===== src/rtl/dsb_pkg.sv =====
package dsb_pkg;
    typedef enum logic [2:0] {
        BRK_NONE = 3'd0,
        BRK_BF   = 3'd1,
        BRK_BNF  = 3'd2,
        BRK_J    = 3'd3,
        BRK_JAL  = 3'd4,
        BRK_JR   = 3'd5,
        BRK_JALR = 3'd6,
        BRK_RFE  = 3'd7
    } brk_kind_e;

    typedef enum logic {
        ST_SEQ  = 1'b0,
        ST_SLOT = 1'b1
    } dsb_state_e;
endpackage


===== src/rtl/dsb_decode.sv =====
module dsb_decode
    import dsb_pkg::*;
#(
    parameter int AW   = 32,
    parameter int OFFW = 26
) (
    input  brk_kind_e         kind,
    input  logic              flag,
    input  logic [AW-1:0]     pc,
    input  logic [OFFW-1:0]   offset,
    input  logic [AW-1:0]     reg_tgt,
    output logic              is_cti,
    output logic              redirect,
    output logic              is_call,
    output logic              is_rfe,
    output logic [AW-1:0]     target
);
    localparam int EXTW = AW - OFFW;

    logic [AW-1:0] off_ext;
    logic [AW-1:0] rel_tgt;

    assign off_ext = {{EXTW{offset[OFFW-1]}}, offset};
    assign rel_tgt = pc + (off_ext << 2);

    always_comb begin
        redirect = 1'b0;
        is_call  = 1'b0;
        target   = rel_tgt;
        unique case (kind)
            BRK_NONE: ;
            BRK_BF:   redirect = flag;
            BRK_BNF:  redirect = ~flag;
            BRK_J:    redirect = 1'b1;
            BRK_JAL:  begin redirect = 1'b1; is_call = 1'b1; end
            BRK_JR:   begin redirect = 1'b1; target = reg_tgt; end
            BRK_JALR: begin redirect = 1'b1; is_call = 1'b1; target = reg_tgt; end
            BRK_RFE:  ;
        endcase
    end

    assign is_cti = (kind != BRK_NONE);
    assign is_rfe = (kind == BRK_RFE);
endmodule


===== src/rtl/dsb_fsm.sv =====
module dsb_fsm
    import dsb_pkg::*;
#(
    parameter int          AW       = 32,
    parameter int          STW      = 16,
    parameter logic [31:0] RESET_PC = 32'h100
) (
    input  logic           clk,
    input  logic           rst_n,
    input  logic           issue_vld,
    input  logic           is_cti,
    input  logic           redirect,
    input  logic           is_call,
    input  logic           is_rfe,
    input  logic [AW-1:0]  target,
    input  logic [AW-1:0]  saved_epc,
    input  logic [STW-1:0] saved_status,
    output logic [AW-1:0]  pc_q,
    output logic [AW-1:0]  pend_q,
    output logic           in_slot,
    output logic           link_we,
    output logic [AW-1:0]  link_data,
    output logic           status_we,
    output logic [STW-1:0] status_data,
    output logic           slot_err
);
    localparam logic [AW-1:0] STEP  = AW'(4);
    localparam logic [AW-1:0] SKIP  = AW'(8);
    localparam logic [AW-1:0] PC_RV = AW'(RESET_PC);

    dsb_state_e state_q, state_d;

    always_comb begin
        state_d = state_q;
        unique case (state_q)
            ST_SEQ:  if (issue_vld && redirect) state_d = ST_SLOT;
            ST_SLOT: if (issue_vld)             state_d = ST_SEQ;
        endcase
    end

    always_ff @(posedge clk) begin
        if (!rst_n) state_q <= ST_SEQ;
        else        state_q <= state_d;
    end

    always_ff @(posedge clk) begin
        if (!rst_n) begin
            pc_q        <= PC_RV;
            pend_q      <= '0;
            link_we     <= 1'b0;
            link_data   <= '0;
            status_we   <= 1'b0;
            status_data <= '0;
            slot_err    <= 1'b0;
        end else begin
            link_we   <= 1'b0;
            status_we <= 1'b0;
            slot_err  <= 1'b0;
            if (issue_vld) begin
                unique case (state_q)
                    ST_SEQ: begin
                        if (is_rfe) begin
                            pc_q        <= saved_epc;
                            status_we   <= 1'b1;
                            status_data <= saved_status;
                        end else begin
                            pc_q <= pc_q + STEP;
                        end
                        if (redirect) pend_q <= target;
                        if (is_call) begin
                            link_we   <= 1'b1;
                            link_data <= pc_q + SKIP;
                        end
                    end
                    ST_SLOT: begin
                        pc_q     <= pend_q;
                        slot_err <= is_cti;
                    end
                endcase
            end
        end
    end

    assign in_slot = (state_q == ST_SLOT);
endmodule


===== src/rtl/delay_slot_branch_unit.sv =====
module delay_slot_branch_unit
    import dsb_pkg::*;
#(
    parameter int          AW       = 32,
    parameter int          OFFW     = 26,
    parameter int          STW      = 16,
    parameter int          LIDXW    = 5,
    parameter int          LINK_IDX = 9,
    parameter logic [31:0] RESET_PC = 32'h100
) (
    input  logic             clk,
    input  logic             rst_n,
    input  logic             issue_vld,
    input  logic [2:0]       kind,
    input  logic [OFFW-1:0]  offset,
    input  logic [AW-1:0]    reg_tgt,
    input  logic             flag,
    input  logic [AW-1:0]    saved_epc,
    input  logic [STW-1:0]   saved_status,
    output logic [AW-1:0]    fetch_pc,
    output logic             in_slot,
    output logic             link_we,
    output logic [LIDXW-1:0] link_idx,
    output logic [AW-1:0]    link_data,
    output logic             status_we,
    output logic [STW-1:0]   status_data,
    output logic             slot_err
);
    logic          d_cti, d_redirect, d_call, d_rfe;
    logic [AW-1:0] d_target;
    logic [AW-1:0] pend_tgt;

    dsb_decode #(.AW(AW), .OFFW(OFFW)) u_dec (
        .kind     (brk_kind_e'(kind)),
        .flag     (flag),
        .pc       (fetch_pc),
        .offset   (offset),
        .reg_tgt  (reg_tgt),
        .is_cti   (d_cti),
        .redirect (d_redirect),
        .is_call  (d_call),
        .is_rfe   (d_rfe),
        .target   (d_target)
    );

    dsb_fsm #(.AW(AW), .STW(STW), .RESET_PC(RESET_PC)) u_fsm (
        .clk          (clk),
        .rst_n        (rst_n),
        .issue_vld    (issue_vld),
        .is_cti       (d_cti),
        .redirect     (d_redirect),
        .is_call      (d_call),
        .is_rfe       (d_rfe),
        .target       (d_target),
        .saved_epc    (saved_epc),
        .saved_status (saved_status),
        .pc_q         (fetch_pc),
        .pend_q       (pend_tgt),
        .in_slot      (in_slot),
        .link_we      (link_we),
        .link_data    (link_data),
        .status_we    (status_we),
        .status_data  (status_data),
        .slot_err     (slot_err)
    );

    assign link_idx = LIDXW'(LINK_IDX);
endmodule


===== config.mk =====
export PLATFORM = sky130hd
export DESIGN_NAME = delay_slot_branch_unit
export DESIGN_NICKNAME = d
export VERILOG_FILES = /design/src/rtl/dsb_pkg.sv /design/src/rtl/dsb_decode.sv /design/src/rtl/dsb_fsm.sv /design/src/rtl/delay_slot_branch_unit.sv
export SDC_FILE = /design/constraint.sdc
export NUM_CORES = 1
export LEC_CHECK = 0
export ABC_AREA = 1
export BUFFER_PORTS_ARGS = -buffer_cell sky130_fd_sc_hd__buf_2
export CAP_MARGIN = 20
export CELL_PAD_IN_SITES_DETAIL_PLACEMENT = 1
export CELL_PAD_IN_SITES_GLOBAL_PLACEMENT = 2
export CORE_MARGIN = 5
export CORE_UTILIZATION = 28
export DETAILED_ROUTE_END_ITERATION = 8
export GPL_ROUTABILITY_DRIVEN = 0
export GPL_TIMING_DRIVEN = 0
export MAX_ROUTING_LAYER = met4
export PLACE_DENSITY_LB_ADDON = 0.1
export SYNTH_ARGS = -nofsm -noshare
export SYNTH_HDL_FRONTEND = slang
export SYNTH_HIERARCHICAL = 1
export SYNTH_SLANG_ARGS = --single-unit

===== constraint.sdc =====
create_clock -name clk -period 2.9 [get_ports clk]
set_clock_uncertainty 0.2 [all_clocks]
set_input_delay 0.58 -clock clk [delete_from_list [all_inputs] [get_ports clk]]
set_output_delay 0.58 -clock clk [all_outputs]
set_load 0.02 [all_outputs]

==> impl_results.html, run 1 <==
<table>
<tr><th>Metric</th><th>Value</th></tr>
<tr><th colspan="2">Run status</th></tr>
<tr><td>Result of the run</td><td>finished, final reports clean</td></tr>
<tr><th colspan="2">Logic synthesis</th></tr>
<tr><td>Syn avg cell area</td><td>6.20 sq um</td></tr>
<tr><td>List of most frequent post-synthesis cells</td><td>nand2_1, inv_1, nor2_1</td></tr>
<tr><td>Dominant cell type by area after synthesis</td><td>dfxtp_1</td></tr>
<tr><td>Netlist area before placement</td><td>roughly 8500 sq um</td></tr>
<tr><td>Count of warnings emitted by yosys</td><td>6</td></tr>
<tr><td>Register bit total from synthesis</td><td>approximately 120</td></tr>
<tr><td>Post-synthesis simple-gate area fraction</td><td>between 30% and 40%</td></tr>
<tr><td>Share of the synthesized netlist area taken by xor and xnor gates</td><td>2.36%</td></tr>
<tr><td>Library cell with the highest instance count after synthesis</td><td>nand2_1</td></tr>
<tr><td>Post-synth top area share</td><td>27.2%</td></tr>
<tr><td>Share of synthesized area spent on multiplexers</td><td>0%</td></tr>
<tr><td>Main combinational cell family by area after synthesis</td><td>simple AND/OR/NAND/NOR gates</td></tr>
<tr><td>Prevailing post-synth register cell</td><td>dfxtp_1</td></tr>
<tr><td>Sequential share of the synthesized area</td><td>27.2%</td></tr>
<tr><td>Cell types occupying the most area after synthesis</td><td>dfxtp_1, nand2_1, nand3_1</td></tr>
<tr><td>Proportion of register bits with asynchronous set or reset after synthesis</td><td>0%</td></tr>
<tr><td>Arithmetic-cell share of the synthesized area counting full adders, half adders and majority gates</td><td>4.78%</td></tr>
<tr><td>Compound-cell area share of the yosys netlist</td><td>17.2%</td></tr>
<tr><td>Post-Synthesis Cells</td><td>~1.4k</td></tr>
<tr><td>Count of unique library cells instantiated by Yosys</td><td>44</td></tr>
<tr><td>Number of enable-type register cells in the synthesized netlist</td><td>0</td></tr>
<tr><th colspan="2">Clock tree</th></tr>
<tr><td>TritonCTS clock tree</td><td>done</td></tr>
<tr><td>Clock Tree Root</td><td>clkbuf_16</td></tr>
<tr><td>Clock-pin transition on the worst setup and hold timing paths</td><td>0.06 ns</td></tr>
<tr><td>CTS buffer count</td><td>17</td></tr>
<tr><td>Clock net sink count</td><td>116</td></tr>
<tr><td>Maximum clock insertion buffer count</td><td>2</td></tr>
<tr><td>Clock Latency Late Sink</td><td>0.42 ns</td></tr>
<tr><td>Post-CTS Setup Bufs</td><td>0</td></tr>
<tr><td>H-Tree Level Count</td><td>4</td></tr>
<tr><th colspan="2">Die</th></tr>
<tr><td>Height of the die</td><td>between 150 and 200 um</td></tr>
<tr><td>Die width</td><td>185 um</td></tr>
<tr><td>IO Count</td><td>202</td></tr>
<tr><td>Core area</td><td>just over 30000 sq um</td></tr>
<tr><td>Initial core utilization</td><td>between 20 and 30%</td></tr>
<tr><td>Die area</td><td>34100 sq um</td></tr>
<tr><td>Site Rows</td><td>64</td></tr>
<tr><th colspan="2">Drt</th></tr>
<tr><td>Detail Route Antenna Nets</td><td>0</td></tr>
<tr><td>Routed via count divided by cell count</td><td>approximately 4.8</td></tr>
<tr><td>Residual DRC count</td><td>0</td></tr>
<tr><td>Routed WL</td><td>roughly 37 mm</td></tr>
<tr><td>Final routed wire length divided by cell count</td><td>18.6 um</td></tr>
<tr><td>Detailed Routing Iterations Pass 1</td><td>5</td></tr>
<tr><td>Initial DRC count</td><td>around 370</td></tr>
<tr><td>Overall via count from detail_route</td><td>9584</td></tr>
<tr><th colspan="2">STA</th></tr>
<tr><td>Final critical path time including I/O delays and setup</td><td>2.64 ns</td></tr>
<tr><td>Final TNS setup</td><td>0 ns</td></tr>
<tr><td>Final setup fails</td><td>0</td></tr>
<tr><td>RSZ-0062 raised after global routing</td><td>false</td></tr>
<tr><td>Relative slew margins</td><td>47.1%</td></tr>
<tr><td>Portion of the clock cycle consumed by the worst path in the final layout</td><td>between 90 and 100%</td></tr>
<tr><td>Worst hold margin</td><td>between 0.2 and 0.25 ns</td></tr>
<tr><td>Least-Margin Pin Slew</td><td>0.794 ns</td></tr>
<tr><td>Setup slack of the critical path after layout</td><td>0.260 ns</td></tr>
<tr><td>Hold Fails Final Rpt</td><td>0</td></tr>
<tr><td>Count of final max-slew check failures</td><td>0</td></tr>
<tr><td>F_max</td><td>0.379 GHz</td></tr>
<tr><th colspan="2">Finish</th></tr>
<tr><td>Fraction of final layout cells with drive strength greater than 1</td><td>about a fifth</td></tr>
<tr><td>Design Area, Final</td><td>10700 sq um</td></tr>
<tr><td>Post-layout utilization of the core</td><td>35.2%</td></tr>
<tr><td>Layout area overhead</td><td>25.1%</td></tr>
<tr><td>Fill cell total of the finished layout</td><td>4035</td></tr>
<tr><td>Finished Layout Cells</td><td>2004</td></tr>
<tr><td>Number of nets in the layout</td><td>roughly 1.7k</td></tr>
<tr><th colspan="2">Power and ir drop</th></tr>
<tr><td>Cell leakage power</td><td>5.34 nW</td></tr>
<tr><td>Pwr Total</td><td>roughly 5.4 mW</td></tr>
<tr><td>Maximum resistive drop on vdd</td><td>0.371 mV</td></tr>
<tr><td>Power density over the cells</td><td>505 nW/um^2</td></tr>
<tr><th colspan="2">Placed design</th></tr>
<tr><td>Placed wire-length estimate</td><td>31.5 mm</td></tr>
<tr><td>Setup WS pre-CTS</td><td>-0.0851 ns</td></tr>
<tr><td>Area after DPL</td><td>around 10000 sq um</td></tr>
<tr><td>Port buffer count</td><td>194</td></tr>
<tr><td>Number of cells in the design after placement</td><td>1970</td></tr>
<tr><th colspan="2">GRT</th></tr>
<tr><td>Pin count of the biggest net entering global routing</td><td>17</td></tr>
<tr><td>Gr ovfl total</td><td>0</td></tr>
<tr><td>GRT Total Usage</td><td>between 20% and 30%</td></tr>
<tr><td>Global-route track usage on met3</td><td>2.31%</td></tr>
<tr><td>First-pass GRT wire length</td><td>56.0 mm</td></tr>
<tr><td>Vias in the first global route</td><td>between 9k and 10k</td></tr>
<tr><td>Routing layer with the top usage in global route</td><td>met2</td></tr>
<tr><td>Routing usage on met1</td><td>between 20% and 30%</td></tr>
<tr><td>M2 GR Usage</td><td>37.0%</td></tr>
<tr><td>Antenna violations before repair</td><td>2</td></tr>
<tr><th colspan="2">Flow run</th></tr>
<tr><td>Number of max-cap violations</td><td>0</td></tr>
<tr><th colspan="2">Setup path</th></tr>
<tr><td>CP endpoint kind</td><td>register</td></tr>
<tr><td>Critical Path RT</td><td>3.01 ns</td></tr>
<tr><td>Maximum fanout along the worst path</td><td>6</td></tr>
<tr><td>CP Class</td><td>reg -&gt; reg</td></tr>
<tr><td>Worst reg-to-reg setup slack</td><td>0.26 ns</td></tr>
<tr><td>Endpoint arrival time on the critical path</td><td>2.75 ns</td></tr>
<tr><td>Critical Path Source Type</td><td>register</td></tr>
<tr><th colspan="2">Worst hold path</th></tr>
<tr><td>Hold Path Class</td><td>in -&gt; reg</td></tr>
</table>
-- power by group --
| part | switching, mW | internal [mW] | leakage (nW) |
|---|---|---|---|
| Clock | 0.808 | 1.53 | 0.311 |
| Sequential | 0.144 | 1.70 | 0.952 |
| Combinational | 0.789 | 0.418 | 4.07 |
-- worst paths after layout --
kind                                startpoint                           endpoint  cells after the start
max                 u_fsm/pc_q[2]$_SDFFE_PN0P_      u_fsm/pend_q[26]$_SDFFE_PN0P_                     13
min                               saved_epc[0]         u_fsm/pc_q[0]$_SDFFE_PN0P_                      3
max reg2reg         u_fsm/pc_q[2]$_SDFFE_PN0P_      u_fsm/pend_q[26]$_SDFFE_PN0P_                     13
min reg2reg  u_fsm/status_data[6]$_SDFFE_PN0P_  u_fsm/status_data[6]$_SDFFE_PN0P_                      2
-- placed cells by master, fill, tap and decap left out, types with 10 or more instances in the layout --
master / instances
a21oi_1: 75
a221oi_1: 23
buf_2: 213
clkbuf_1: 27
clkbuf_16: 17
dfxtp_1: 114
ha_1: 30
inv_1: 160
nand2_1: 402
nand2_2: 12
nand3_1: 127
nor2_1: 130
nor2_2: 21
nor2_4: 11
o21a_1: 12
o21ai_0: 99
o21bai_1: 10
xnor2_1: 15
-- sequential cells by signal (all words and copies together), names as in the netlist --
register and cells:
u_fsm/pc_q 32, u_fsm/slot_err 1, u_fsm/in_slot 1, u_fsm/link_we 1
u_fsm/pend_q 32, u_fsm/link_data 32, u_fsm/status_data 16, u_fsm/status_we 1
-- kinds of logic after synthesis --
kind of cell	count (synthesis)
other cells	2
compound gates	251
xor+xnor	23
fa+ha+maj	32
simple gates	732
flops	116
buf+inv	221
-- timing repair --
item,4_1_cts,5_1_grt
gates resized for setup,0,3
setup endpoints to repair,0,3
hold buffers,0,0
-- worst max-delay path: stages, from the launching register on --
cell	delay [ns]
dfxtp_1	0.51
ha_2	0.31
fa_1	0.26
nand3_1	0.10
nand3_1	0.17
nand2_1	0.07
nand2_1	0.16
nand3_1	0.17
nand3_1	0.13
nand2_1	0.06
nand3_1	0.11
nand2_1	0.06
o21ai_0	0.15
nor2_1	0.06
-- routing by layer --
metal	part of all wire [%]	vias to the layer above
li1	-	4894
met4	2.0	0
met3	2.9	36
met5	0	-
met1	47	4492
met2	48	162
-- area by class of cell --
class                           count  area [sq um]  share of cell area, %
Buffer                             57           272                   2.54
Clock inverter                     14           226                   2.12
Sequential cell                   116          2320                   21.8
Antenna cell                        3          7.51                 0.0703
Inverter                          164           616                   5.77
Tap cell                          396           495                   4.64
Timing Repair Buffer              194           971                   9.09
Multi-Input combinational cell   1043          5340                   50.0
Clock buffer                       17           425                   3.98
(Power assumes the default switching activity.)
==> run 2: changes to the inputs <==
SYNTH_HIERARCHICAL = not set   (was 1)
==> run 2 against run 1 <==
First-iteration DRC count is 56% higher. Final cell count is 1.9% lower. Total power is 0.38% higher. Critical path depth is 3 lower. Flip-flop and latch count stayed put. Utilization is 0.11 points higher. Maximum frequency is 4.1% lower. Critical path type unchanged.
==> impl_results.html, run 2 <==
<table>
<tr><th>Metric</th><th>Value</th></tr>
<tr><th colspan="2">Clock tree</th></tr>
<tr><td>Post-CTS Setup Bufs</td><td>0 (unchanged)</td></tr>
<tr><td>CTS buffer count</td><td>17 (unchanged)</td></tr>
<tr><td>Maximum clock insertion buffer count</td><td>2 (unchanged)</td></tr>
<tr><td>Clock-pin transition on the worst setup and hold timing paths</td><td>0.06 ns (about the same)</td></tr>
<tr><td>Number of buffers inserted by hold repair at cts</td><td>0 (unchanged)</td></tr>
<tr><td>Clock Latency Late Sink</td><td>0.43 ns (about the same)</td></tr>
<tr><td>H-Tree Level Count</td><td>4 (unchanged)</td></tr>
<tr><td>TritonCTS clock tree</td><td>done</td></tr>
<tr><td>Clock net sink count</td><td>116 (unchanged)</td></tr>
<tr><td>Clock Tree Root</td><td>clkbuf_16</td></tr>
<tr><th colspan="2">Logic synthesis</th></tr>
<tr><td>Count of warnings emitted by yosys</td><td>0 (-6)</td></tr>
<tr><td>Post-synth top area share</td><td>28.1% (+0.89 points)</td></tr>
<tr><td>Library cell with the highest instance count after synthesis</td><td>nand2_1</td></tr>
<tr><td>Number of enable-type register cells in the synthesized netlist</td><td>0 (unchanged)</td></tr>
<tr><td>Prevailing post-synth register cell</td><td>dfxtp_1</td></tr>
<tr><td>Proportion of register bits with asynchronous set or reset after synthesis</td><td>0% (unchanged)</td></tr>
<tr><td>Cell types occupying the most area after synthesis</td><td>dfxtp_1, nand2_1, nor2_1</td></tr>
<tr><td>Count of unique library cells instantiated by Yosys</td><td>41 (-6.8%)</td></tr>
<tr><td>Netlist area before placement</td><td>8270 sq um (-3.2%)</td></tr>
<tr><td>Syn avg cell area</td><td>6.14 sq um (-0.94%)</td></tr>
<tr><td>List of most frequent post-synthesis cells</td><td>nand2_1, nor2_1, inv_1</td></tr>
<tr><td>Dominant cell type by area after synthesis</td><td>dfxtp_1</td></tr>
<tr><td>Post-Synthesis Cells</td><td>1346 (-2.3%)</td></tr>
<tr><td>Register bit total from synthesis</td><td>116 (unchanged)</td></tr>
<tr><td>Sequential share of the synthesized area</td><td>28.1% (+0.89 points)</td></tr>
<tr><th colspan="2">Setup path</th></tr>
<tr><td>Category of cells accounting for the largest share of critical-path delay</td><td>simple AND/OR/NAND/NOR gates</td></tr>
<tr><td>Crit path top cell by count</td><td>nand2_1</td></tr>
<tr><td>CP endpoint kind</td><td>register</td></tr>
<tr><td>Crit path cell chain</td><td>ha_1 -&gt; inv_1 -&gt; nor2_2 -&gt; nand2_2 -&gt; nor3_2 -&gt; nand2_1 -&gt; xor2_1 -&gt; nand2_1 -&gt; nand2_1 -&gt; a21oi_2</td></tr>
<tr><td>CP Class</td><td>reg -&gt; reg</td></tr>
<tr><td>Critical Path RT</td><td>2.98 ns (-0.03 ns)</td></tr>
<tr><td>Highest-delay cell along the critical path</td><td>dfxtp_1</td></tr>
<tr><td>Maximum fanout along the worst path</td><td>9 (+3)</td></tr>
<tr><td>Endpoint arrival time on the critical path</td><td>2.83 ns (+0.08 ns)</td></tr>
<tr><td>Critical Path Source Type</td><td>register</td></tr>
<tr><td>Longest individual stage delay on the worst path</td><td>0.67 ns (+0.16 ns)</td></tr>
<tr><td>Worst path buffer plus inverter count</td><td>1 (+1)</td></tr>
<tr><th colspan="2">Drt</th></tr>
<tr><td>Initial DRC count</td><td>572 (+56%)</td></tr>
<tr><td>Overall via count from detail_route</td><td>9445 (-1.5%)</td></tr>
<tr><td>Detail Route Antenna Nets</td><td>0 (unchanged)</td></tr>
<tr><td>Residual DRC count</td><td>0 (unchanged)</td></tr>
<tr><td>Final routed wire length divided by cell count</td><td>19.8 um (+6.9%)</td></tr>
<tr><td>Detailed Routing Iterations Pass 1</td><td>5 (unchanged)</td></tr>
<tr><td>Routed WL</td><td>39.0 mm (+4.9%)</td></tr>
<tr><td>Routed via count divided by cell count</td><td>4.80 (+0.45%)</td></tr>
<tr><th colspan="2">Finish</th></tr>
<tr><td>Antenna diode count</td><td>0 (-3)</td></tr>
<tr><td>Commonest cells after routing, fill and taps aside</td><td>nand2_1, buf_2, nor2_1</td></tr>
<tr><td>Number of nets in the layout</td><td>1708 (-1.7%)</td></tr>
<tr><td>Layout area overhead</td><td>25.6%</td></tr>
<tr><td>Finished Layout Cells</td><td>1966 (-1.9%)</td></tr>
<tr><td>Largest registers</td><td>u_fsm.link_data (32), u_fsm.pc_q (32), u_fsm.pend_q (32)</td></tr>
<tr><td>Most common cell after layout, fill and taps aside</td><td>nand2_1</td></tr>
<tr><td>Fraction of final layout cells with drive strength greater than 1</td><td>18.3% (-2.2 points)</td></tr>
<tr><td>Design Area, Final</td><td>10400 sq um (-2.8%)</td></tr>
<tr><th colspan="2">STA</th></tr>
<tr><td>Count of final max-slew check failures</td><td>0 (unchanged)</td></tr>
<tr><td>Final TNS setup</td><td>0 ns (unchanged)</td></tr>
<tr><td>RSZ-0062 raised after global routing</td><td>false</td></tr>
<tr><td>Portion of the clock cycle consumed by the worst path in the final layout</td><td>94.9% (+3.9 points)</td></tr>
<tr><td>Final critical path time including I/O delays and setup</td><td>2.75 ns (+0.112 ns)</td></tr>
<tr><td>Final setup fails</td><td>0 (unchanged)</td></tr>
<tr><td>Hold Fails Final Rpt</td><td>0 (unchanged)</td></tr>
<tr><td>Relative slew margins</td><td>51.0% (+4.0 points)</td></tr>
<tr><td>Worst hold margin</td><td>0.178 ns (-0.0468 ns)</td></tr>
<tr><td>Least-Margin Pin Slew</td><td>0.735 ns (-0.0593 ns)</td></tr>
<tr><td>F_max</td><td>0.363 GHz (-4.1%)</td></tr>
<tr><th colspan="2">Die</th></tr>
<tr><td>Core area</td><td>29400 sq um (-3.1%)</td></tr>
<tr><td>IO Count</td><td>202 (unchanged)</td></tr>
<tr><td>Die area</td><td>33100 sq um (-3.0%)</td></tr>
<tr><td>Site Rows</td><td>63 (-1.6%)</td></tr>
<tr><td>Die width</td><td>182 um (-1.5%)</td></tr>
<tr><td>Initial core utilization</td><td>28.1% (about the same)</td></tr>
<tr><td>Height of the die</td><td>182 um (-1.5%)</td></tr>
<tr><th colspan="2">Placed design</th></tr>
<tr><td>Number of cells in the design after placement</td><td>1934 (-1.8%)</td></tr>
<tr><td>Placed wire-length estimate</td><td>32.4 mm (+3.1%)</td></tr>
<tr><td>Port buffer count</td><td>195 (+0.52%)</td></tr>
<tr><td>Area after DPL</td><td>9740 sq um (-2.7%)</td></tr>
<tr><th colspan="2">GRT</th></tr>
<tr><td>Pin count of the biggest net entering global routing</td><td>17 (unchanged)</td></tr>
<tr><td>First-pass GRT wire length</td><td>58.3 mm (+4.1%)</td></tr>
<tr><td>Vias in the first global route</td><td>9662 (-1.6%)</td></tr>
<tr><td>Gr ovfl total</td><td>0 (unchanged)</td></tr>
<tr><td>GRT Total Usage</td><td>23.8% (+1.6 points)</td></tr>
<tr><td>Antenna violations before repair</td><td>0 (-2)</td></tr>
<tr><th colspan="2">Power and ir drop</th></tr>
<tr><td>Maximum resistive drop on vdd</td><td>0.298 mV (-20%)</td></tr>
<tr><td>Cell leakage power</td><td>5.30 nW (-0.75%)</td></tr>
<tr><td>Power density over the cells</td><td>521 nW/um^2 (+3.3%)</td></tr>
<tr><th colspan="2">Worst hold path</th></tr>
<tr><td>Hold Path Class</td><td>in -&gt; reg</td></tr>
<tr><th colspan="2">Run status</th></tr>
<tr><td>Result of the run</td><td>finished, final reports clean</td></tr>
<tr><th colspan="2">Flow run</th></tr>
<tr><td>Number of max-cap violations</td><td>0 (unchanged)</td></tr>
</table>
-- run 2: changes by cell type after synthesis, moves of 7 or more --
cell	delta
xor2_1	+38
nand2_1	-59
nand2_2	-7
nor2_2	-18
nand3_1	-55
a221oi_1	-22
nor2_1	+65
o21ai_0	+8
o21a_1	-12
a21oi_1	+45
nor3_1	+11
-- run 2: path summary, 6_finish.rpt --
kind / start / end / slack (ns) / depth (start not counted)
worst max-delay path: u_fsm.pc_q[3]$_SDFFE_PN0P_ / u_fsm.pc_q[30]$_SDFFE_PN0P_ / 0.15 / 10
worst min-delay path: saved_status[3] / u_fsm.status_data[3]$_SDFFE_PN0P_ / 0.18 / 3
worst max register to register: u_fsm.pc_q[3]$_SDFFE_PN0P_ / u_fsm.pc_q[30]$_SDFFE_PN0P_ / 0.15 / 10
worst min register to register: u_fsm.pend_q[20]$_SDFFE_PN0P_ / u_fsm.pend_q[20]$_SDFFE_PN0P_ / 0.27 / 2
-- run 2: per-layer routing --
metal / wire, um / track usage [%]
met1: 20200 / 34.9
met2: 16600 / 35.1
met3: 1680 / 3.21
met4: 492 / 4.23
met5: 0 / -
-- run 2: cell families (layout without fill, tap and decap cells) --
| family | Yosys count | in the layout | share of synthesized area, % |
|---|---|---|---|
| AO/OA/AOI/OAI | 263 | 263 | 16.9 |
| other | 2 | 5 | 0.0909 |
| XOR/XNOR | 60 | 60 | 6.45 |
| flip-flops | 116 | 116 | 28.1 |
| buffers and inverters | 219 | 446 | 10.5 |
| adder cells (fa/ha/maj) | 32 | 32 | 4.93 |
| AND/OR/NAND/NOR | 654 | 654 | 33.0 |
-- run 2: timing repair --
item | in CTS | in global routing
setup endpoints to repair | 0 | 3
resized for setup | 0 | 2
endpoints found under the hold margin | 0 | 0
-- run 2: final cells by class --
cell class	instances	area (sq um)
repair buffers	195	976
plain buffers	53	246
multi-input cells	1014	5080
clock inverters	11	174
flip-flops and latches	116	2320
clock buffers	21	460
fillers	3951	19000
well taps	390	488
inverters	166	623
-- run 2: stage by stage --
stage / total power [mW] / setup slack (ns) / util, %
floorplan: 2.60 / 0.585 / -
global placement: 3.13 / 0.0314 / 33.1
detailed placement: 3.13 / 0.0464 / 33.1
CTS: 5.46 / 0.163 / 35.3
global route: 5.67 / 0.0206 / 35.3
finish: 5.41 / 0.149 / 35.3
-- run 2: worst min-delay path, stage by stage --
cell	delay, ns
buf_2	0.08
nor2_1	0.03
nor2_1	0.08
-- run 2: where the power goes --
part	internal, mW	leakage [nW]	total [mW]	switching (mW)
clock	1.49	0.300	2.31	0.821
combinational	0.411	4.05	1.24	0.825
sequential	1.70	0.950	1.86	0.163
==> run 3: changes to the inputs <==
CORE_UTILIZATION = 30   (was 28)
HOLD_SLACK_MARGIN = 0.02   (was not set)
clock period = 3.2 ns   (was 2.9 ns; I/O delays follow)
==> run 3 against run 2 <==
Sequential power down 9.7%. Count of clock-buffer cells in the layout down 1. Sequential share of layout area up 0.17 points. Combinational power down 10%. Cell area down 0.88%. Via count up 1.1%. Global-route usage up 1.2 points. Worst setup slack better by 0.30 ns. Register-to-register slack better by 0.30 ns. Non-clock buffer count unchanged. Critical path type unchanged. Critical endpoint is now u_fsm.pc_q[16]$_SDFFE_PN0P_.
==> impl_results.html, run 3 (synthesis gave the netlist of run 2 again) <==
<table>
<tr><th>Metric</th><th>Value</th></tr>
<tr><th colspan="2">Power and ir drop</th></tr>
<tr><td>Switching part of the total power</td><td>33.7% (+0.23 points)</td></tr>
<tr><td>Maximum resistive drop on vdd</td><td>0.249 mV (-17%)</td></tr>
<tr><td>Net switching power figure</td><td>1.60 mW (-11%)</td></tr>
<tr><td>Register share of total power</td><td>35.3% (+0.8 points)</td></tr>
<tr><td>Cell leakage power</td><td>5.29 nW (-0.19%)</td></tr>
<tr><td>Internal Power</td><td>3.16 mW (-12%)</td></tr>
<tr><td>Power density over the cells</td><td>463 nW/um^2 (-11%)</td></tr>
<tr><td>Part of the total power dissipated in the clock network</td><td>41.4% (-1.3 points)</td></tr>
<tr><td>Fraction of power consumed by combinational cells</td><td>23.3% (+0.4 points)</td></tr>
<tr><th colspan="2">Setup path</th></tr>
<tr><td>R2r worst-path depth</td><td>8 (-2)</td></tr>
<tr><td>Critical Path Source Type</td><td>register</td></tr>
<tr><td>Critical Path RT</td><td>3.26 ns (+0.28 ns)</td></tr>
<tr><td>Maximum fanout along the worst path</td><td>9 (unchanged)</td></tr>
<tr><td>CP Class</td><td>reg -&gt; reg</td></tr>
<tr><td>Launch instance of the worst register-to-register path</td><td>u_fsm.pc_q[3]$_SDFFE_PN0P_</td></tr>
<tr><td>Endpoint arrival time on the critical path</td><td>2.81 ns (-0.02 ns)</td></tr>
<tr><td>FF-to-FF End</td><td>u_fsm.pc_q[16]$_SDFFE_PN0P_</td></tr>
<tr><td>Startpoint of the most critical setup path</td><td>u_fsm.pc_q[3]$_SDFFE_PN0P_</td></tr>
<tr><td>Worst reg-to-reg setup slack</td><td>0.45 ns (+0.30 ns)</td></tr>
<tr><td>CP endpoint kind</td><td>register</td></tr>
<tr><th colspan="2">Clock tree</th></tr>
<tr><td>TritonCTS clock tree</td><td>done</td></tr>
<tr><td>CTS buffer count</td><td>17 (unchanged)</td></tr>
<tr><td>Clock Tree Root</td><td>clkbuf_16</td></tr>
<tr><td>Post-CTS Setup Bufs</td><td>0 (unchanged)</td></tr>
<tr><td>Clock Latency Late Sink</td><td>0.42 ns (about the same)</td></tr>
<tr><td>H-Tree Level Count</td><td>4 (unchanged)</td></tr>
<tr><td>Number of resized instances in the post-cts repair step</td><td>0 (unchanged)</td></tr>
<tr><td>Number of buffers inserted by hold repair at cts</td><td>0 (unchanged)</td></tr>
<tr><td>Clock net sink count</td><td>116 (unchanged)</td></tr>
<tr><td>Clock-pin transition on the worst setup and hold timing paths</td><td>0.06 ns (about the same)</td></tr>
<tr><td>Maximum clock insertion buffer count</td><td>2 (unchanged)</td></tr>
<tr><th colspan="2">Placed design</th></tr>
<tr><td>Placed wire-length estimate</td><td>31.8 mm (-2.1%)</td></tr>
<tr><td>Setup WS pre-CTS</td><td>0.301 ns (+0.255 ns)</td></tr>
<tr><td>Number of cells in the design after placement</td><td>1885 (-2.5%)</td></tr>
<tr><td>Port buffer count</td><td>195 (unchanged)</td></tr>
<tr><th colspan="2">STA</th></tr>
<tr><td>Final setup fails</td><td>0 (unchanged)</td></tr>
<tr><td>Setup slack of the critical path after layout</td><td>0.453 ns (+0.304 ns)</td></tr>
<tr><td>Final critical path time including I/O delays and setup</td><td>2.75 ns (-0.00429 ns)</td></tr>
<tr><td>Count of final max-slew check failures</td><td>0 (unchanged)</td></tr>
<tr><td>F_max</td><td>0.364 GHz (+0.16%)</td></tr>
<tr><td>RSZ-0062 raised after global routing</td><td>false</td></tr>
<tr><td>Portion of the clock cycle consumed by the worst path in the final layout</td><td>85.8% (-9.0 points)</td></tr>
<tr><td>Final TNS setup</td><td>0 ns (unchanged)</td></tr>
<tr><td>Relative slew margins</td><td>51.6% (+0.56 points)</td></tr>
<tr><td>Least-Margin Pin Slew</td><td>0.721 ns (-0.0140 ns)</td></tr>
<tr><td>Hold Fails Final Rpt</td><td>0 (unchanged)</td></tr>
<tr><th colspan="2">Finish</th></tr>
<tr><td>Largest registers</td><td>u_fsm.link_data (32), u_fsm.pc_q (32), u_fsm.pend_q (32)</td></tr>
<tr><td>Finished Layout Cells</td><td>1919 (-2.4%)</td></tr>
<tr><td>Most common cell after layout, fill and taps aside</td><td>nand2_1</td></tr>
<tr><td>Post-layout utilization of the core</td><td>38.1% (+2.8 points)</td></tr>
<tr><td>Layout area overhead</td><td>24.4%</td></tr>
<tr><td>Fill cell total of the finished layout</td><td>3674 (-7.0%)</td></tr>
<tr><td>Number of nets in the layout</td><td>1708 (unchanged)</td></tr>
<tr><td>Commonest cells after routing, fill and taps aside</td><td>nand2_1, buf_2, nor2_1</td></tr>
<tr><td>Fraction of final layout cells with drive strength greater than 1</td><td>18.1% (-0.13 points)</td></tr>
<tr><th colspan="2">Die</th></tr>
<tr><td>Core area</td><td>27000 sq um (-8.1%)</td></tr>
<tr><td>IO Count</td><td>202 (unchanged)</td></tr>
<tr><td>Die width</td><td>176 um (-3.2%)</td></tr>
<tr><td>Site Rows</td><td>60 (-4.8%)</td></tr>
<tr><td>Height of the die</td><td>176 um (-3.2%)</td></tr>
<tr><td>Initial core utilization</td><td>30.6% (+2.5 points)</td></tr>
<tr><td>Die area</td><td>31000 sq um (-6.3%)</td></tr>
<tr><th colspan="2">Worst hold path</th></tr>
<tr><td>Capture endpoint of the worst hold path</td><td>u_fsm.status_data[0]$_SDFFE_PN0P_</td></tr>
<tr><td>Origin of the worst min-delay path</td><td>saved_status[0]</td></tr>
<tr><td>Hold Path Class</td><td>in -&gt; reg</td></tr>
<tr><td>Number of cells on the worst hold path</td><td>3 (unchanged)</td></tr>
<tr><th colspan="2">GRT</th></tr>
<tr><td>Routing layer with the top usage in global route</td><td>met2</td></tr>
<tr><td>Vias in the first global route</td><td>9696 (+0.35%)</td></tr>
<tr><td>M2 GR Usage</td><td>38.1% (+2.9 points)</td></tr>
<tr><td>Gr ovfl total</td><td>0 (unchanged)</td></tr>
<tr><td>Global-route track usage on met3</td><td>4.88% (+1.7 points)</td></tr>
<tr><td>First-pass GRT wire length</td><td>57.4 mm (-1.6%)</td></tr>
<tr><td>Routing usage on met1</td><td>34.9% (+0.059 points)</td></tr>
<tr><td>GRT Total Usage</td><td>24.9% (+1.2 points)</td></tr>
<tr><td>Pin count of the biggest net entering global routing</td><td>17 (unchanged)</td></tr>
<tr><td>Antenna violations before repair</td><td>2 (+2)</td></tr>
<tr><th colspan="2">Drt</th></tr>
<tr><td>Overall via count from detail_route</td><td>9553 (+1.1%)</td></tr>
<tr><td>Residual DRC count</td><td>0 (unchanged)</td></tr>
<tr><td>Routed via count divided by cell count</td><td>4.98 (+3.6%)</td></tr>
<tr><td>Detailed Routing Iterations Pass 1</td><td>5 (unchanged)</td></tr>
<tr><td>Initial DRC count</td><td>643 (+12%)</td></tr>
<tr><td>Detail Route Antenna Nets</td><td>0 (unchanged)</td></tr>
<tr><td>Final routed wire length divided by cell count</td><td>19.9 um (+0.22%)</td></tr>
<tr><td>Routed WL</td><td>38.2 mm (-2.2%)</td></tr>
<tr><th colspan="2">Flow run</th></tr>
<tr><td>Number of max-cap violations</td><td>0 (unchanged)</td></tr>
<tr><th colspan="2">Run status</th></tr>
<tr><td>Result of the run</td><td>finished, final reports clean</td></tr>
</table>
## run 3: cell types whose count changed in the layout (fill, tap and decap cells not counted), sizes merged
cell	delta
diode	+2
bufinv	-1
inv	-1
clkinvlp	-1
clkbuf	-1
clkinv	+4
## run 3: area by class of cell
cell class | count | area (sq um) | share of cell area, %
antenna | 2 | 5.00 | 0.0487
buffer | 53 | 246 | 2.40
clock buffer | 20 | 447 | 4.34
clock inverter | 12 | 155 | 1.51
inverter | 166 | 623 | 6.06
multi-input combinational | 1014 | 5080 | 49.4
sequential | 116 | 2320 | 22.6
tap | 341 | 427 | 4.15
timing repair buffer | 195 | 976 | 9.49
## run 3: worst max path at each step
stage	end	slack, ns
2_1_floorplan	u_fsm.pend_q[22]$_SDFFE_PN0P_	0.82
3_3_place_gp	u_fsm.pend_q[30]$_SDFFE_PN0P_	0.30
3_5_place_dp	u_fsm.pend_q[30]$_SDFFE_PN0P_	0.30
4_1_cts	u_fsm.pend_q[30]$_SDFFE_PN0P_	0.53
5_1_grt	u_fsm.pend_q[30]$_SDFFE_PN0P_	0.31
6_report	u_fsm.pc_q[16]$_SDFFE_PN0P_	0.45
## run 3: power by group through the flow
stage	clock network (mW)	logic (mW)	registers [mW]
floorplan	0	0.639	1.71
global placement	0	1.10	1.71
detailed placement	0	1.11	1.71
CTS	2.00	1.12	1.68
global route	2.07	1.24	1.69
finish	1.97	1.11	1.68
## run 3: per-stage QoR
| step | cell area (sq um) | hold WS, ns | total power, mW |
|---|---|---|---|
| floorplan | 8280 | 0.241 | 2.35 |
| global placement | 9680 | 0.262 | 2.81 |
| detailed placement | 9680 | 0.266 | 2.82 |
| CTS | 10300 | 0.228 | 4.80 |
| global route | 10300 | 0.240 | 5.00 |
| finish | 10300 | 0.245 | 4.76 |
## run 3: layer usage
| metal | vias up | share of wire, % |
|---|---|---|
| li1 | 4738 | - |
| met5 | - | 0 |
| met3 | 24 | 6.3 |
| met2 | 284 | 43 |
| met4 | 0 | 1.2 |
| met1 | 4507 | 49 |
## run 3: worst max-delay path, cell delays in order (launching register included)
cell      delay (ns)
dfxtp_1         0.65
ha_1            0.33
inv_1           0.10
nor3_1          0.62
nand3_1         0.22
nand2_1         0.12
nand2_1         0.06
o221ai_1        0.20
a21oi_1         0.11
